===== config.mk =====
export PLATFORM = sky130hd
export DESIGN_NAME = sparse_pci_xlate
export DESIGN_NICKNAME = d
export VERILOG_FILES = /design/src/rtl/sparse_pci_xlate.sv
export SDC_FILE = /design/constraint.sdc
export NUM_CORES = 1
export LEC_CHECK = 0
export BUFFER_PORTS_ARGS = -buffer_cell sky130_fd_sc_hd__clkbuf_2
export CORE_MARGIN = 3
export CORE_UTILIZATION = 45
export CTS_BUF_LIST = sky130_fd_sc_hd__clkbuf_4 sky130_fd_sc_hd__clkbuf_8
export CTS_CLUSTER_SIZE = 16
export DETAILED_ROUTE_END_ITERATION = 16
export GPL_ROUTABILITY_DRIVEN = 0
export PLACE_DENSITY = 0.8
export SYNTH_ARGS = -nofsm -noshare
export SYNTH_HDL_FRONTEND = slang
export SYNTH_SLANG_ARGS = --single-unit

===== constraint.sdc =====
create_clock -name clk -period 4.7 [get_ports clk]
set_input_delay 0.94 -clock clk [delete_from_list [all_inputs] [get_ports clk]]
set_output_delay 0.94 -clock clk [all_outputs]
set_load 0.02 [all_outputs]

===== src/rtl/sparse_pci_xlate.sv =====
module sparse_pci_xlate #(
  parameter int CPU_AW = 34,
  parameter int PCI_AW = 32,
  parameter int PASS_W = 27,
  parameter logic [CPU_AW-1:0] MEM_BASE = 34'h1_0000_0000
) (
  input  logic                       clk,
  input  logic                       rst_n,
  input  logic                       ext_we,
  input  logic [PCI_AW-PASS_W-1:0]   ext_wdata,
  input  logic                       req_valid,
  output logic                       req_ready,
  input  logic                       req_write,
  input  logic [CPU_AW-1:0]          req_addr,
  input  logic [63:0]                req_wdata,
  output logic                       pci_valid,
  output logic                       pci_write,
  output logic                       pci_mem,
  output logic [PCI_AW-1:0]          pci_addr,
  output logic [3:0]                 pci_be,
  output logic [31:0]                pci_wdata,
  input  logic                       pci_done,
  input  logic [31:0]                pci_rdata,
  output logic                       rsp_valid,
  output logic                       rsp_err,
  output logic [63:0]                rsp_rdata
);
  localparam int EXT_W = PCI_AW - PASS_W;
  localparam int SHIFT = 5;
  localparam logic [1:0] SZ_BYTE = 2'd0, SZ_WORD = 2'd1, SZ_QUAD = 2'd2;

  typedef enum logic [1:0] {ST_IDLE, ST_LO, ST_HI} st_t;
  st_t st;

  logic [EXT_W-1:0] ext_q;
  logic [1:0]       size_q, lane_q;
  logic [31:0]      hi_q, lo_q;

  wire              is_mem = req_addr >= MEM_BASE;
  wire [CPU_AW-1:0] off    = is_mem ? req_addr - MEM_BASE : req_addr;
  wire [1:0]        size   = off[4:3];
  wire [1:0]        lane   = off[6:5];
  wire              misal  = size == SZ_WORD && lane == 2'd3;
  wire              unused_low = ^off[2:0];

  wire [PCI_AW-1:0] a_io   = PCI_AW'(off[CPU_AW-1:SHIFT]);
  wire [PCI_AW-1:0] a_mem  = {ext_q, off[SHIFT+PASS_W-1:SHIFT]};
  wire [PCI_AW-1:0] a_sel  = is_mem ? a_mem : a_io;
  wire              narrow = size == SZ_BYTE || size == SZ_WORD;
  wire [PCI_AW-1:0] a_fin  = narrow ? a_sel : {a_sel[PCI_AW-1:2], 2'b00};

  logic [3:0]  be_c;
  logic [31:0] wd_c;
  always_comb begin
    case (size)
      SZ_BYTE: begin be_c = 4'b0001 << lane; wd_c = 32'(req_wdata[7:0])  << {lane, 3'b000}; end
      SZ_WORD: begin be_c = 4'b0011 << lane; wd_c = 32'(req_wdata[15:0]) << {lane, 3'b000}; end
      default: begin be_c = 4'b1111;         wd_c = req_wdata[31:0]; end
    endcase
  end

  wire [31:0] rsh = pci_rdata >> {lane_q, 3'b000};
  logic [63:0] rd_c;
  always_comb begin
    case (size_q)
      SZ_BYTE: rd_c = 64'(rsh[7:0]);
      SZ_WORD: rd_c = 64'(rsh[15:0]);
      default: rd_c = 64'(pci_rdata);
    endcase
  end

  assign pci_valid = st != ST_IDLE;
  assign req_ready = st == ST_IDLE;

  always_ff @(posedge clk) begin
    if (!rst_n) begin
      st <= ST_IDLE;
      ext_q <= '0;
      size_q <= '0;
      lane_q <= '0;
      hi_q <= '0;
      lo_q <= '0;
      pci_write <= 1'b0;
      pci_mem <= 1'b0;
      pci_addr <= '0;
      pci_be <= '0;
      pci_wdata <= '0;
      rsp_valid <= 1'b0;
      rsp_err <= 1'b0;
      rsp_rdata <= '0;
    end else begin
      rsp_valid <= 1'b0;
      if (ext_we) ext_q <= ext_wdata;
      case (st)
        ST_IDLE: if (req_valid) begin
          if (misal) begin
            rsp_valid <= 1'b1;
            rsp_err <= 1'b1;
            rsp_rdata <= '0;
          end else begin
            st <= ST_LO;
            size_q <= size;
            lane_q <= lane;
            hi_q <= req_wdata[63:32];
            pci_write <= req_write;
            pci_mem <= is_mem;
            pci_addr <= a_fin;
            pci_be <= be_c;
            pci_wdata <= wd_c;
          end
        end
        ST_LO: if (pci_done) begin
          if (size_q == SZ_QUAD) begin
            st <= ST_HI;
            lo_q <= pci_rdata;
            pci_addr <= pci_addr + PCI_AW'(4);
            pci_wdata <= hi_q;
          end else begin
            st <= ST_IDLE;
            rsp_valid <= 1'b1;
            rsp_err <= 1'b0;
            rsp_rdata <= pci_write ? 64'd0 : rd_c;
          end
        end
        ST_HI: if (pci_done) begin
          st <= ST_IDLE;
          rsp_valid <= 1'b1;
          rsp_err <= 1'b0;
          rsp_rdata <= pci_write ? 64'd0 : {pci_rdata, lo_q};
        end
        default: st <= ST_IDLE;
      endcase
    end
  end

  a_r10_hold: assert property (@(posedge clk) disable iff (!rst_n)
    pci_valid && !pci_done |=> pci_valid && $stable(pci_addr) && $stable(pci_be) && $stable(pci_wdata));

  a_r5_be_shape: assert property (@(posedge clk) disable iff (!rst_n)
    pci_valid |-> pci_be inside {4'h1, 4'h2, 4'h4, 4'h8, 4'h3, 4'h6, 4'hC, 4'hF});

  a_r9_second_half: assert property (@(posedge clk) disable iff (!rst_n)
    st == ST_LO && pci_done && size_q == SZ_QUAD |=> pci_valid && pci_addr == $past(pci_addr) + PCI_AW'(4) && pci_be == 4'hF);

  a_r8_no_cycle: assert property (@(posedge clk) disable iff (!rst_n)
    rsp_valid && rsp_err |-> !pci_valid && $past(!pci_valid));

  a_r2_io_range: assert property (@(posedge clk) disable iff (!rst_n)
    pci_valid && !pci_mem |-> pci_addr < PCI_AW'(MEM_BASE >> SHIFT));

  a_r10_resp_after_done: assert property (@(posedge clk) disable iff (!rst_n)
    rsp_valid && !rsp_err |-> $past(pci_valid && pci_done));
endmodule


==> impl_metrics.tcl, run 1 <==
set metrics [dict create \
    fin_cells 1760 \
    cts.path.max_buffers 3 \
    first_pass_iters 7 \
    h-tree-depth 2 \
    cts_resized 0 \
    hpwl_um 21600 \
    fin_skew_ps 25.7 \
    synth-seq-cells 211 \
    synth_top_cell_area_share_pct 43.9 \
    crit_arrival_ps 3590 \
    worstHoldPathType "reg2reg" \
    startpoint "st[0]" \
    wl_met2_um 14800 \
    pre_cts_ws_ps 1070 \
    grt-ovfl-total 0 \
    synth_fp_nets 1384 \
    cp-end-kind "register" \
    synth.avg_cell_area_um2 7.79 \
    crit_fanout 44 \
    hp-start "rsp_rdata[49]" \
    ff2ff_setup_slack_ps 1500 \
    dieArea_um2 23200 \
    holdPathStages 2 \
    cts.sinks 211 \
    synth_cells 1237 \
    clock.fmax_ghz 0.313 \
    num_io_pins 279 \
    num-nets-final 1609 \
    grt_max_degree 100 \
    worst_ep_required_time_ps 5090 \
    reg2reg_to "rsp_rdata[22]" \
    rsz0062_at_grt "false" \
    yosysSeqAreaShare_pct 43.9 \
    leakagePower_nw 4.72 \
    wl_met3_um 2710 \
    routed_via_density 5.87 \
    antenna_left 0 \
    grt_pass1_wl_um 50800 \
    path_class "reg2reg" \
    synthSimpleGateAreaFrac_pct 23.8 \
    cts-hold-fix-buffers 0 \
    muxShareOfSynthArea_pct 1.77 \
    ir_drop_mv 0.232 \
    die_x_um 152 \
    final-setup-viol-count 0 \
    cts-root-buf "clkbuf_8" \
    relSlewSlack_pct 15.1 \
    layout-drive-gt1-share_pct 25.5 \
    finalMaxSlewViolations 0 \
    drt-met1-wl_um 13500 \
    synth-adder-area-share_pct 0.780 \
    synth.area.top_cells "dfxtp_1, nand2_1, a21oi_1" \
    syn_to_final_growth_pct 24.0 \
    nFillCells 1912 \
    synth_ff_type "dfxtp_1" \
    outcome "finished clean" \
    drt-total-wl_um 32100 \
    grt_pass1_vias 9486 \
    powerDensity_nw_per_um2 403 \
    dp.cells 1692 \
    synth_edf_count 0 \
    cts_tree "built" \
    layout_setup_ws_ps 1500 \
    wire_per_inst_um 18.2 \
    synthArstFlopShare_pct 0 \
    synth_top_family_by_area "compound AO/OA/AOI/OAI gates" \
    core_region_area_um2 20600 \
    ys_warn_count 0 \
    drc 0 \
    reg2reg_depth 8 \
    min_to "rsp_rdata[49]" \
    clk_pin_slew_ps 60 \
    top_layer "met4" \
    r2r_start "st[0]" \
    dieHeight_um 152 \
    insertion_delay_ps 530 \
    tightestPinTransition_ps 1260 \
    portBuffers 275 \
    synth_area_leader_cell "dfxtp_1" \
    grt_use_total_pct 26.0 \
    finalSetupTns_ps 0 \
    period_needed_ps 3200 \
    finalHoldViolations 0 \
    cts_inserted_buffers 38 \
    first_iter_violations 798 \
    start_util_pct 46.7 \
    fp-row-count 52 \
    post_cts.repair.setup_buffers 0 \
    max_cap_violations 0 \
    worstSetupStartpointType "register" \
    synth_compound_area_share_pct 25.1 \
    min_period_over_period_pct 68.0 \
    antenna_found_initial 1 \
    synth_xor_area_share_pct 0 \
    netlist_area_um2 9630 \
    num_vias 10328 \
    ys_types 53 \
]
-- worst max path at each step --
stage	to	slack [ps]	depth (start not counted)
global route	rsp_rdata[30]	1330	7
CTS	rsp_rdata[22]	1560	8
global placement	rsp_rdata[25]	1110	7
floorplan	rsp_rdata[26]	1830	8
detailed placement	rsp_rdata[22]	1070	7
finish	rsp_rdata[22]	1500	8
-- placed cells by master (no fill, tap or decap), drive strengths merged, types with 8 or more instances in the layout --
master	instances
nor2	66
a21oi	160
o31ai	17
a31oi	17
or2	9
a222oi	8
nor2b	10
mux2i	17
a32oi	9
o22ai	15
a22o	8
nor4	10
nand3	81
a22oi	21
a2bb2oi	8
o211ai	8
inv	12
o21ai	56
a221oi	27
buf	18
nand2	241
or3	18
clkbuf	331
dfxtp	211
nor3	21
-- power by group --
group	total (W)	switching (W)	leakage [nW]	internal (W)
registers	0.00202	0.000110	1.72	0.00191
logic	0.000952	0.000648	2.57	0.000304
clock network	0.00184	0.000764	0.433	0.00108
-- state kept, by name (all words and copies together), names as in the netlist --
signal     count
pci_wdata     32
size_q         2
ext_q          5
rsp_valid      1
pci_mem        1
lo_q          32
hi_q          32
lane_q         2
rsp_err        1
pci_addr      32
rsp_rdata     64
pci_write      1
pci_be         4
st             2
-- logic make-up (layout without fill, tap and decap cells) --
kind of cell,after synthesis,count (layout)
AOI/OAI and AO/OA,385,385
adders and majority gates,6,6
buffers and inverters,120,372
DFF,211,211
muxes,17,17
other,0,1
and+or+nand+nor,498,498
-- cell type report --
| class | instances | area [um2] | area share, % |
|---|---|---|---|
| sequential | 211 | 4220 | 35.4 |
| tap | 270 | 338 | 2.83 |
| timing repair buffer | 293 | 1520 | 12.8 |
| antenna | 1 | 2.50 | 0.0210 |
| clock inverter | 11 | 114 | 0.954 |
| inverter | 12 | 47.5 | 0.398 |
| clock buffer | 56 | 708 | 5.93 |
| multi-input combinational | 906 | 4980 | 41.7 |
-- critical path: stages, from the launching register on --
cell and delay, ps:
dfxtp_1 420, inv_1 110, ha_1 410, nor2_1 160, o22ai_1 240, or4_2 1040, buf_4 370, a22oi_1 210
a21oi_1 90
-- cells in the mapped netlist (2+ instances only) --
library cell,instances
nand2b_1,3
buf_1,9
inv_1,11
nor2_1,66
and2_1,5
a2bb2oi_1,8
a31oi_1,17
or2_2,9
o211ai_1,8
nand4b_1,3
a211oi_1,7
nor2b_1,10
a41oi_1,2
o31ai_1,17
a222oi_1,8
and3_1,3
and4_1,6
nor4_1,9
nand3_1,81
o31a_1,2
a221oi_1,27
or3_1,18
ha_1,6
nor4b_1,2
o22ai_1,15
clkbuf_1,98
o221a_2,3
a22o_1,8
a311oi_1,2
nand2_1,241
o21ai_0,56
nand4_1,6
or4_1,6
nor3b_1,4
mux2i_1,17
a21oi_1,160
nor3_1,21
dfxtp_1,211
a21boi_0,5
a22oi_1,21
a32oi_1,9
o21a_1,6
-- metal layers --
| metal | GRT usage [%] | up-vias |
|---|---|---|
| met5 | 0 | - |
| met2 | 40.9 | 517 |
| met4 | 9.33 | 0 |
| met1 | 35.4 | 4801 |
| met3 | 5.48 | 83 |
| li1 | - | 4927 |
-- stage by stage --
step	hold WS (ps)	cell area, um2	util, %	total power, W
6_report	450	11900	57.9	0.00481
5_1_grt	471	11900	57.9	0.00504
4_1_cts	452	11900	57.9	0.00484
3_5_place_dp	444	11100	53.9	0.00299
3_3_place_gp	439	11100	53.9	0.00298
2_1_floorplan	433	9630	-	0.00264
(Power assumes the default switching activity.)
==> run 2, diff against run 1 <==
Settings changed: ABC_AREA from default to 1, PLACE_DENSITY 0.8 to 0.79.
Clock period 4.7 ns to 3 ns, I/O delays scaled along.
==> run 2 against run 1 <==
Area after synthesis grew 8.8%. Hold slack lost 160 ps. Combinational power grew to 5.1 times the previous value. Power grew 140%. Maximum frequency grew 28%.
==> impl_metrics.tcl, run 2 <==
set metrics [dict create \
    outcome "finished clean" \
    max_cap_violations 0 \
    ir_drop_mv 0.504 \
    routed_via_density 5.27 \
    cts.path.max_buffers 3 \
    layout.cells.most_common_list "nand2_1, clkbuf_2, nor2_1, dfxtp_1, a21oi_1" \
    yosysSeqAreaShare_pct 40.3 \
    worst_ep_required_time_ps 3450 \
    synth_edf_count 0 \
    dieArea_um2 25200 \
    syn_to_final_growth_pct 22.5 \
    synth_ff_type "dfxtp_1" \
    wire_per_inst_um 15.7 \
    synth_top_cell_area_share_pct 40.3 \
    num_io_pins 279 \
    finalSetupTns_ps 0 \
    first_iter_violations 990 \
    cts.sinks 211 \
    synth_most_common_cell "nand2_1" \
    synth_fp_nets 1753 \
    antenna_found_initial 1 \
    relSlewSlack_pct 33.8 \
    grt_pass1_wl_um 53600 \
    path_class "reg2reg" \
    synth-seq-cells 211 \
    final_common_cell "nand2_1" \
    synth.avg_cell_area_um2 6.52 \
    synth_cells 1606 \
    nFillCells 2224 \
    largest_reg_flops 64 \
    cts_resized 0 \
    die_x_um 159 \
    cts-hold-fix-buffers 0 \
    grt_use_total_pct 26.2 \
    crit_arrival_ps 2940 \
    clk_pin_slew_ps 60 \
    dieHeight_um 159 \
    h-tree-depth 2 \
    grt_pass1_vias 10509 \
    drt-total-wl_um 34200 \
    antenna_left 0 \
    tightestPinTransition_ps 986 \
    grt-ovfl-total 0 \
    worstSetupStartpointType "register" \
    leakagePower_nw 5.54 \
    first_pass_iters 8 \
    crit_fanout 32 \
    start_util_pct 46.0 \
    crit_chain "inv_1 -> ha_1 -> nand2_1 -> nand3_2 -> nor2_4 -> nand2_2 -> buf_4 -> nor2_1 -> a22oi_1 -> nor2_1" \
    synth-adder-area-share_pct 0.717 \
    slowest_delay_ps 460 \
    synth_top_family_by_area "simple AND/OR/NAND/NOR gates" \
    synth_area_leader_cell "dfxtp_1" \
    muxShareOfSynthArea_pct 0 \
    synth_xor_area_share_pct 0.251 \
    hpwl_um 24000 \
    final-setup-viol-count 0 \
    synthArstFlopShare_pct 0 \
    synthSimpleGateAreaFrac_pct 29.7 \
    finalMaxSlewViolations 0 \
    power_w 0.0117 \
    cts-root-buf "clkbuf_8" \
    synth_compound_area_share_pct 20.2 \
    netlist_area_um2 10500 \
    drc 0 \
    ys_types 43 \
    fp-row-count 55 \
    core_region_area_um2 22800 \
    largest-register "rsp_rdata" \
    post_cts.repair.setup_buffers 0 \
    cp_common_cell "nor2_1" \
    cts_tree "built" \
    fin_skew_ps 27.9 \
    cp-end-kind "register" \
    grt_max_degree 95 \
    min_period_over_period_pct 83.0 \
    portBuffers 275 \
    finalHoldViolations 0 \
    insertedDiodeCount 0 \
    layout-drive-gt1-share_pct 20.6 \
    rsz0062_at_grt "false" \
    synth.area.top_cells "dfxtp_1, nand2_1, a21oi_1" \
    worstHoldPathType "in2reg" \
    period_needed_ps 2490 \
    cpMaxStageDelayCell "nor2_1" \
    num_vias 11528 \
    insertion_delay_ps 540 \
    cts_inserted_buffers 38 \
    powerDensity_nw_per_um2 908 \
    clock.fmax_ghz 0.401 \
    num-nets-final 1992 \
    ys_warn_count 0 \
    synth_common_cells "nand2_1, nor2_1, dfxtp_1" \
]
==> run 2: cell types whose count changed after synthesis, sizes merged, moves of 11 or more <==
cell	previous run	this run
a22oi	21	4
nand2	241	439
nor2	66	217
nand4	7	18
o21ai	56	148
o31ai	17	0
buf	9	43
a21oi	160	200
mux2i	17	0
nor3	21	7
inv	11	128
clkbuf	99	52
or3	18	0
a221oi	27	0
==> run 2: worst paths after layout <==
kind,startpoint,cells past startpoint,to,slack [ps]
max reg2reg,st[0],10,rsp_rdata[16],510
min reg2reg,lo_q[13],2,lo_q[13],450
max,st[0],10,rsp_rdata[16],510
min,req_wdata[37],3,hi_q[5],290
==> run 2: area by class of cell <==
class	count	area [um2]	area share, %
tap	313	392	3.05
clock buffer	61	758	5.91
multi-input combinational	1170	5330	41.5
sequential	211	4220	32.9
clock inverter	7	68.8	0.536
inverter	130	489	3.81
timing repair buffer	294	1570	12.2
==> run 2: per-layer routing <==
metal / part of all wire (%) / up-vias / global-route usage, %
met3: 9.4 / 77 / 6.63
met5: 0.053 / - / 0
li1: - / 5710 / -
met2: 45 / 528 / 41.3
met1: 43 / 5211 / 35.0
met4: 2.9 / 2 / 8.73
==> run 2: logic make-up after synthesis <==
| family | count (synthesis) |
|---|---|
| compound gates | 398 |
| xor+xnor | 3 |
| fa+ha+maj | 6 |
| buf+inv | 225 |
| flops | 211 |
| simple gates | 763 |
==> run 2: where the power goes <==
group          internal (W)  switching (W)
sequential          0.00337       0.000475
clock               0.00169        0.00121
combinational       0.00147        0.00344
==> run 2: critical path, delay by kind of cell (launching register included) <==
family	cells	cell delay (ps)
and+or+nand+nor	6	1110
adders and majority gates	1	420
DFF	1	410
buffers and inverters	2	340
AOI/OAI and AO/OA	1	120
==> run 2: through the flow <==
step | setup slack (ps) | cell area (um2) | hold WS [ps] | utilization [%] | instances
final | 509 | 12800 | 290 | 56.3 | 2186
after global routing | 273 | 12800 | 284 | 56.3 | 2186
after CTS | 543 | 12800 | 271 | 56.3 | 2186
after detailed placement | 541 | 12000 | 442 | 52.7 | 2118
after global placement | 610 | 12000 | 434 | 52.7 | 2118
after floorplan | 1080 | 10500 | 425 | - | 1606
